File: src/rtl/alu_pkg.sv
// Package: control codes shared by the decoder, checker and documentation.
package alu_pkg;
    typedef enum logic [3:0] {
        CODE_AND  = 4'b0000,
        CODE_OR   = 4'b0001,
        CODE_ADD  = 4'b0010,
        CODE_SUB  = 4'b0110,
        CODE_SLT  = 4'b0111,
        CODE_NOR  = 4'b1100,
        CODE_NAND = 4'b1101
    } alu_code_e;

    localparam logic [1:0] SEL_AND  = 2'b00;
    localparam logic [1:0] SEL_OR   = 2'b01;
    localparam logic [1:0] SEL_SUM  = 2'b10;
    localparam logic [1:0] SEL_LESS = 2'b11;
endpackage

File: src/rtl/alu_ctrl_decode.sv
// Control decoder: passes the seven defined codes through unchanged.
// Any other code is rewritten to the AND code.
// Assumes ctrl is stable for the whole evaluation window.
module alu_ctrl_decode
    import alu_pkg::*;
(
    input  logic [3:0] ctrl,
    output logic       inv_a,
    output logic       neg_b,
    output logic [1:0] sel
);
    logic [3:0] code_q;

    // Map undefined codes onto AND.
    always_comb begin
        case (ctrl)
            CODE_AND, CODE_OR, CODE_ADD, CODE_SUB,
            CODE_SLT, CODE_NOR, CODE_NAND: code_q = ctrl;
            default:                       code_q = CODE_AND;
        endcase
    end

    // Split the cleaned code into its slice control lines.
    always_comb begin
        inv_a = code_q[3];
        neg_b = code_q[2];
        sel   = code_q[1:0];
    end
endmodule

File: src/rtl/alu_bit_slice.sv
// One lower ALU slice: conditionally inverts both operand bits, then picks
// AND, OR, full-adder sum or the less input. It also produces the ripple carry.
// Assumes the carry-in arrives from the slice below (or from negate-B at bit 0).
module alu_bit_slice
    import alu_pkg::*;
(
    input  logic       a,
    input  logic       b,
    input  logic       inv_a,
    input  logic       neg_b,
    input  logic       cin,
    input  logic       less,
    input  logic [1:0] sel,
    output logic       res,
    output logic       cout
);
    logic a_eff;
    logic b_eff;
    logic sum;

    // Operand conditioning and full adder.
    always_comb begin
        a_eff = a ^ inv_a;
        b_eff = b ^ neg_b;
        sum   = a_eff ^ b_eff ^ cin;
        cout  = (a_eff & b_eff) | (a_eff & cin) | (b_eff & cin);
    end

    // Output selection.
    always_comb begin
        case (sel)
            SEL_AND: res = a_eff & b_eff;
            SEL_OR:  res = a_eff | b_eff;
            SEL_SUM: res = sum;
            default: res = less;
        endcase
    end
endmodule

File: src/rtl/alu_msb_slice.sv
// Top ALU slice: same datapath as a lower slice, plus the signed-overflow logic
// and the corrected sign that feeds set-less-than.
// Assumes its own less input is constant 0.
module alu_msb_slice
    import alu_pkg::*;
(
    input  logic       a,
    input  logic       b,
    input  logic       inv_a,
    input  logic       neg_b,
    input  logic       cin,
    input  logic [1:0] sel,
    output logic       res,
    output logic       cout,
    output logic       ovf,
    output logic       set_less
);
    logic a_eff;
    logic b_eff;
    logic sum;

    // Operand conditioning and full adder.
    always_comb begin
        a_eff = a ^ inv_a;
        b_eff = b ^ neg_b;
        sum   = a_eff ^ b_eff ^ cin;
        cout  = (a_eff & b_eff) | (a_eff & cin) | (b_eff & cin);
    end

    // Overflow from disagreeing carries; the true sign is the sum bit corrected by overflow.
    always_comb begin
        ovf      = cin ^ cout;
        set_less = sum ^ ovf;
    end

    // Output selection (the less input of this slice is tied to 0).
    always_comb begin
        case (sel)
            SEL_AND: res = a_eff & b_eff;
            SEL_OR:  res = a_eff | b_eff;
            SEL_SUM: res = sum;
            default: res = 1'b0;
        endcase
    end
endmodule

File: src/rtl/alu_zero_detect.sv
// Zero detector: reports when every result bit is low.
// Assumes W >= 1.
module alu_zero_detect #(
    parameter int W = 32
) (
    input  logic [W-1:0] value,
    output logic         is_zero
);
    // Wide NOR across the result.
    always_comb is_zero = ~(|value);
endmodule

File: src/rtl/bitslice_alu.sv
// Bit-sliced ALU top: W-1 lower slices and one top slice on a ripple carry.
// The top slice returns its corrected sign to the less input of slice 0.
// Assumes W >= 2. Purely combinational.
module bitslice_alu
    import alu_pkg::*;
#(
    parameter int W = 32
) (
    input  logic [W-1:0] a_in,
    input  logic [W-1:0] b_in,
    input  logic [3:0]   ctrl,
    output logic [W-1:0] result,
    output logic         zero,
    output logic         overflow,
    output logic         carry_out
);
    localparam int TOP = W - 1;

    logic       inv_a;
    logic       neg_b;
    logic [1:0] sel;
    logic       carry   [W+1];
    logic       res_bit [W];
    logic       set_less;
    logic       ovf_w;

    alu_ctrl_decode u_dec (
        .ctrl  (ctrl),
        .inv_a (inv_a),
        .neg_b (neg_b),
        .sel   (sel)
    );

    // Negate-B doubles as the carry into bit 0.
    always_comb carry[0] = neg_b;

    for (genvar i = 0; i < W; i++) begin : g_slice
        if (i == TOP) begin : g_top
            alu_msb_slice u_msb (
                .a        (a_in[i]),
                .b        (b_in[i]),
                .inv_a    (inv_a),
                .neg_b    (neg_b),
                .cin      (carry[i]),
                .sel      (sel),
                .res      (res_bit[i]),
                .cout     (carry[i+1]),
                .ovf      (ovf_w),
                .set_less (set_less)
            );
        end else begin : g_low
            alu_bit_slice u_bit (
                .a     (a_in[i]),
                .b     (b_in[i]),
                .inv_a (inv_a),
                .neg_b (neg_b),
                .cin   (carry[i]),
                .less  ((i == 0) ? set_less : 1'b0),
                .sel   (sel),
                .res   (res_bit[i]),
                .cout  (carry[i+1])
            );
        end
    end

    // Gather the slice outputs into the result vector and drive the flags.
    always_comb begin
        for (int k = 0; k < W; k++) result[k] = res_bit[k];
        overflow  = ovf_w;
        carry_out = carry[W];
    end

    alu_zero_detect #(.W(W)) u_zero (
        .value   (result),
        .is_zero (zero)
    );
endmodule

File: config.mk
export PLATFORM = sky130hd
export DESIGN_NAME = bitslice_alu
export DESIGN_NICKNAME = d
export VERILOG_FILES = /design/src/rtl/alu_pkg.sv /design/src/rtl/alu_ctrl_decode.sv /design/src/rtl/alu_bit_slice.sv /design/src/rtl/alu_msb_slice.sv /design/src/rtl/alu_zero_detect.sv /design/src/rtl/bitslice_alu.sv
export SDC_FILE = /design/constraint.sdc
export NUM_CORES = 1
export LEC_CHECK = 0
export ABC_AREA = 1
export CORE_MARGIN = 1.5
export CORE_UTILIZATION = 45
export DETAILED_ROUTE_END_ITERATION = 8
export PLACE_DENSITY = 0.81
export SLEW_MARGIN = 40
export SYNTH_ARGS = -nofsm -noshare
export SYNTH_HDL_FRONTEND = slang
export SYNTH_HIERARCHICAL = 1
export SYNTH_SLANG_ARGS = --single-unit
export TNS_END_PERCENT = 50
File: constraint.sdc
create_clock -name vclk -period 40.6
set_input_delay 12.18 -clock vclk [all_inputs]
set_output_delay 12.18 -clock vclk [all_outputs]
set_load 0.01 [all_outputs]
### Word-level counts from Yosys, hierarchy flattened

Cells that the tools add are included.

* input bits: 68
* bits in writable memories: 0
* latch bits: 0
* logic and storage cells: 368
* memories kept: 0
* flip-flop bits (word level): 0
* bits in read-only memories: 0

* multiply operators: 0
* div/mod/pow operators: 0
* multiplexer cells: 33
* shifts and indexed selects: 0
* eq/ne operators: 8
* order comparisons: 0
* bitwise operators: 323
* reduce and logical (&&, ||, !) cells: 4
* $add $sub $neg: 0

Operators by type and width (count)
* $xor 1x1->1: 130
* $and 1x1->1: 96
* $or 1x1->1: 96
* $pmux 1 s3: 32
* $reduce_or 32->1: 1
* $eq 4x3->1 const B: 2
* $eq 4x4->1 const B: 2
* $reduce_or 7->1: 1
* $eq 4x1->1 const B: 1
* $eq 4x2->1 const B: 1
* $logic_not 4->1: 1
* $mux 4: 1
* $eq 2x1->1 const B: 1
* $eq 2x2->1 const B: 1
* $logic_not 2->1: 1
* $not 1->1: 1

### Logic depth before layout (Yosys ltp)

* depth after elaboration: 105
* mapped depth: 50

### Cells and area by module

Netlist, hierarchy kept.

Modules (own cells, without submodules)
* alu_bit_slice: area each 117.6 um^2, times used 31, cells each 19
* alu_msb_slice: area each 145.1 um^2, times used 1, cells each 30
* alu_zero_detect: area each 116.4 um^2, times used 1, cells each 31
* alu_ctrl_decode: area each 68.8 um^2, times used 1, cells each 13
* bitslice_alu: area each 3.8 um^2, times used 1, cells each 1

### Least setup slack after synthesis

No wires, ideal clock.

* path type: input-to-output
* from: input ctrl[1]
* to: output zero
* stages: 49
* setup slack: -1.721 ns
* buffers on the path: 0
* arrival: 30.141 ns
* cell sequence: inv_2 -> nand3_1 -> a21oi_1 -> xnor2_1 -> inv_1 -> fa_1 -> fa_1 -> fa_1 -> fa_1 -> fa_1 -> fa_1 -> fa_1 -> fa_1 -> fa_1 -> fa_1 -> fa_1 -> fa_1 -> fa_1 -> [... 13 more ...] -> fa_1 -> fa_1 -> fa_1 -> fa_1 -> fa_1 -> nand3_1 -> nand3_2 -> nand2_1 -> nand2_1 -> inv_1 -> nand2_1 -> nand3_1 -> nand2_1 -> nor2_1 -> nand2_1 -> nor2_1 -> nand2_1 -> nor2_1

RTL lines
* start: declaration: RTL line bitslice_alu.sv:11 `input logic [3:0] ctrl,`
* end: declaration: RTL line bitslice_alu.sv:13 `output logic zero,`

==> impl_metrics.csv <==
group,metric,value,unit
outcome,status,"completed",
route,drc,0,
setup_path,crit_path_max_fanout,3,
final_layout,fin_area,5530,sq um
cts,holdBufCountCts,0,
grt,met3_usage,1.45,%
logic_synthesis,postSynthCellCount,664,
final_layout,nFillCells,771,
setup_path,critical_path_class,"primary input to output port",
grt,grt_overflow,0,
grt,gr-usage-all-layers,19.7,%
setup_path,start_kind,"primary input",
logic_synthesis,yosys.area.top_type,"inv_1",
grt,antenna_found_initial,0,
timing,final.setup.worst_slack,579,ps
timing,tightest_slew,804,ps
grt,grt_busiest_layer,"met2",
die,rows,34,
final_layout,diodes,0,
logic_synthesis,synth_area_leaders,"inv_1 22%, ha_1 20%, nand2_1 17%",
die,dieWidth,97.0,um
setup_path,critPathCaptureType,"output port",
run,cap_violations,0,
placed_design,hpwl,7420,um
die,ios,103,
logic_synthesis,ys.warnings.count,6,
final_layout,clkbuf_count,0,
grt,grt_pass1_vias,4029,
placed_design,placed_area,5450,sq um
worst_hold_path,hold_class,"primary input to output port",
power_and_ir_drop,powerDensity,16.7,nW/um^2
timing,relSlewSlack,46.4,%
logic_synthesis,netlist_area,3980,sq um
timing,fin_crit_sh,98.6,%
final_layout,area_growth,38.9,%
placed_design,place_congestion,0.806,
grt,grt_max_degree,83,
logic_synthesis,synth_common_cells,"231 x inv_1, 176 x nand2_1, 66 x nand3_1",
grt,met2_usage,39.3,%
die,die_area,9420,sq um
die,start_util,46.1,%
setup_path,critPathRequiredTime,28420,ps
route,num_vias,3993,
die,core_area,8640,sq um
final_layout,nNetsFinal,980,
die,die_h,97.0,um
timing,fin_crit,40020,ps
timing,setup_violations,0,
worst_hold_path,holdPathStages,6,
placed_design,port_buffers,103,
logic_synthesis,yosysMostFrequentCell,"inv_1",
route,wire_per_inst,9.94,um
power_and_ir_drop,p_leak,3.01,nW
route,dr.pass1.iters,5,
worst_hold_path,hold_end,"overflow",
logic_synthesis,synth_top_area_share,21.8,%
worst_hold_path,hp-start,"a_in[31]",
route,wirelength,9180,um
logic_synthesis,synth_area_per_cell,5.99,sq um
final_layout,regArea,0,sq um
setup_path,max_stage_delay,470,ps
route,ant_nets,0,
timing,hold_viol,0,
route,drt-vias-per-instance,4.32,
power_and_ir_drop,peakVddDrop,10.1,uV
setup_path,critPathArrivalTime,27840,ps
route,drtIter0Drc,139,
final_layout,final_layout_size_suffix_gt1_share,6.99,%
timing,fmax,25.0,MHz
placed_design,preCtsSetupSlack,-821,ps
timing,slew_viol_final,0,
final_layout,design.seq.count,0,
logic_synthesis,synth_cell_types,15,
setup_path,crit_top_cell,"fa_2",
setup_path,crit_slowest_cell,"fa_1",
grt,use_met1,22.4,%
grt,grt_pass1_wl,16200,um
logic_synthesis,ys_seq_area_share,0,%
critical path: cells and delay by family:
kind	cells	cell delay (ps)
AO/OA/AOI/OAI	2	430
XOR/XNOR	2	300
AND/OR/NAND/NOR	8	830
buffers and inverters	4	970
adder cells (fa/ha/maj)	31	13150
final cells by class:
cell class	count	area [sq um]	share of cell area (%)
tap	108	135	2.45
multi-input combinational	461	3330	60.3
timing repair buffer	123	1180	21.4
inverter	232	875	15.8
per-stage QoR:
step                instances  hold WS (ps)  utilization (%)  setup TNS [ps]  total power [mW]
detailed placement        923         25650             63.1           -2280            0.0909
global placement          923         25650             63.1           -1370            0.0868
floorplan                 693         24600                -               0            0.0573
global route              924         25770             64.0           -12.2             0.106
CTS                       923         25660             63.5               0            0.0922
finish                    924         25710             64.0               0            0.0921
placed cells by master, fill, tap and decap left out, drive strengths merged:
cell type | netlist | final
inv | 232 | 231
nand2 | 176 | 176
clkdlybuf4s50 | 0 | 99
nand3 | 69 | 69
ha | 63 | 63
xor2 | 32 | 32
xnor2 | 31 | 31
fa | 31 | 31
conb | 1 | 30
nor2 | 21 | 21
buf | 0 | 20
a21oi | 3 | 3
o21ai | 2 | 2
nand4 | 2 | 2
dlymetal6s2s | 0 | 2
dlygate4sd2 | 0 | 2
o211ai | 1 | 1
clkinvlp | 0 | 1
cells by family (layout without fill, tap and decap cells):
group / count (synthesis) / in the layout / share of synthesized area (%)
compound gates: 6 / 6 / 0.817
buf+inv: 232 / 355 / 21.9
fa+ha+maj: 94 / 94 / 35.4
other cells: 1 / 30 / 0.0942
simple gates: 268 / 268 / 27.9
xor+xnor: 63 / 63 / 13.9
how the worst max path moves through the flow:
stage          endpoint  slack (ps)    start  cells after the start
2_1_floorplan      zero          40  ctrl[2]                     50
3_5_place_dp       zero        -820  ctrl[2]                     52
5_1_grt            zero         -10  ctrl[0]                     47
6_report           zero         580  ctrl[0]                     47
4_1_cts            zero          20  ctrl[1]                     52
3_3_place_gp       zero        -650  ctrl[1]                     52
metal layers:
metal / share of wire, % / vias to the layer above
li1: - / 2125
met2: 52 / 80
met3: 3.4 / 18
met5: 0 / -
met1: 42 / 1770
met4: 2.4 / 0
power by group:
| group | internal, mW | total [mW] | leakage (nW) | switching [mW] |
|---|---|---|---|---|
| clock | 0 | 0 | 0 | 0 |
| sequential | 0 | 0 | 0 | 0 |
| combinational | 0.0438 | 0.0921 | 3.01 | 0.0484 |
| total | 0.0438 | 0.0921 | 3.01 | 0.0484 |
timing repair:
action,4_1_cts,5_1_grt
pin swaps,2,2
endpoints found under the setup margin,6,6
resized for setup,14,12
setup buffers,0,1
No activity file was read; power rests on OpenSTA's default activity.
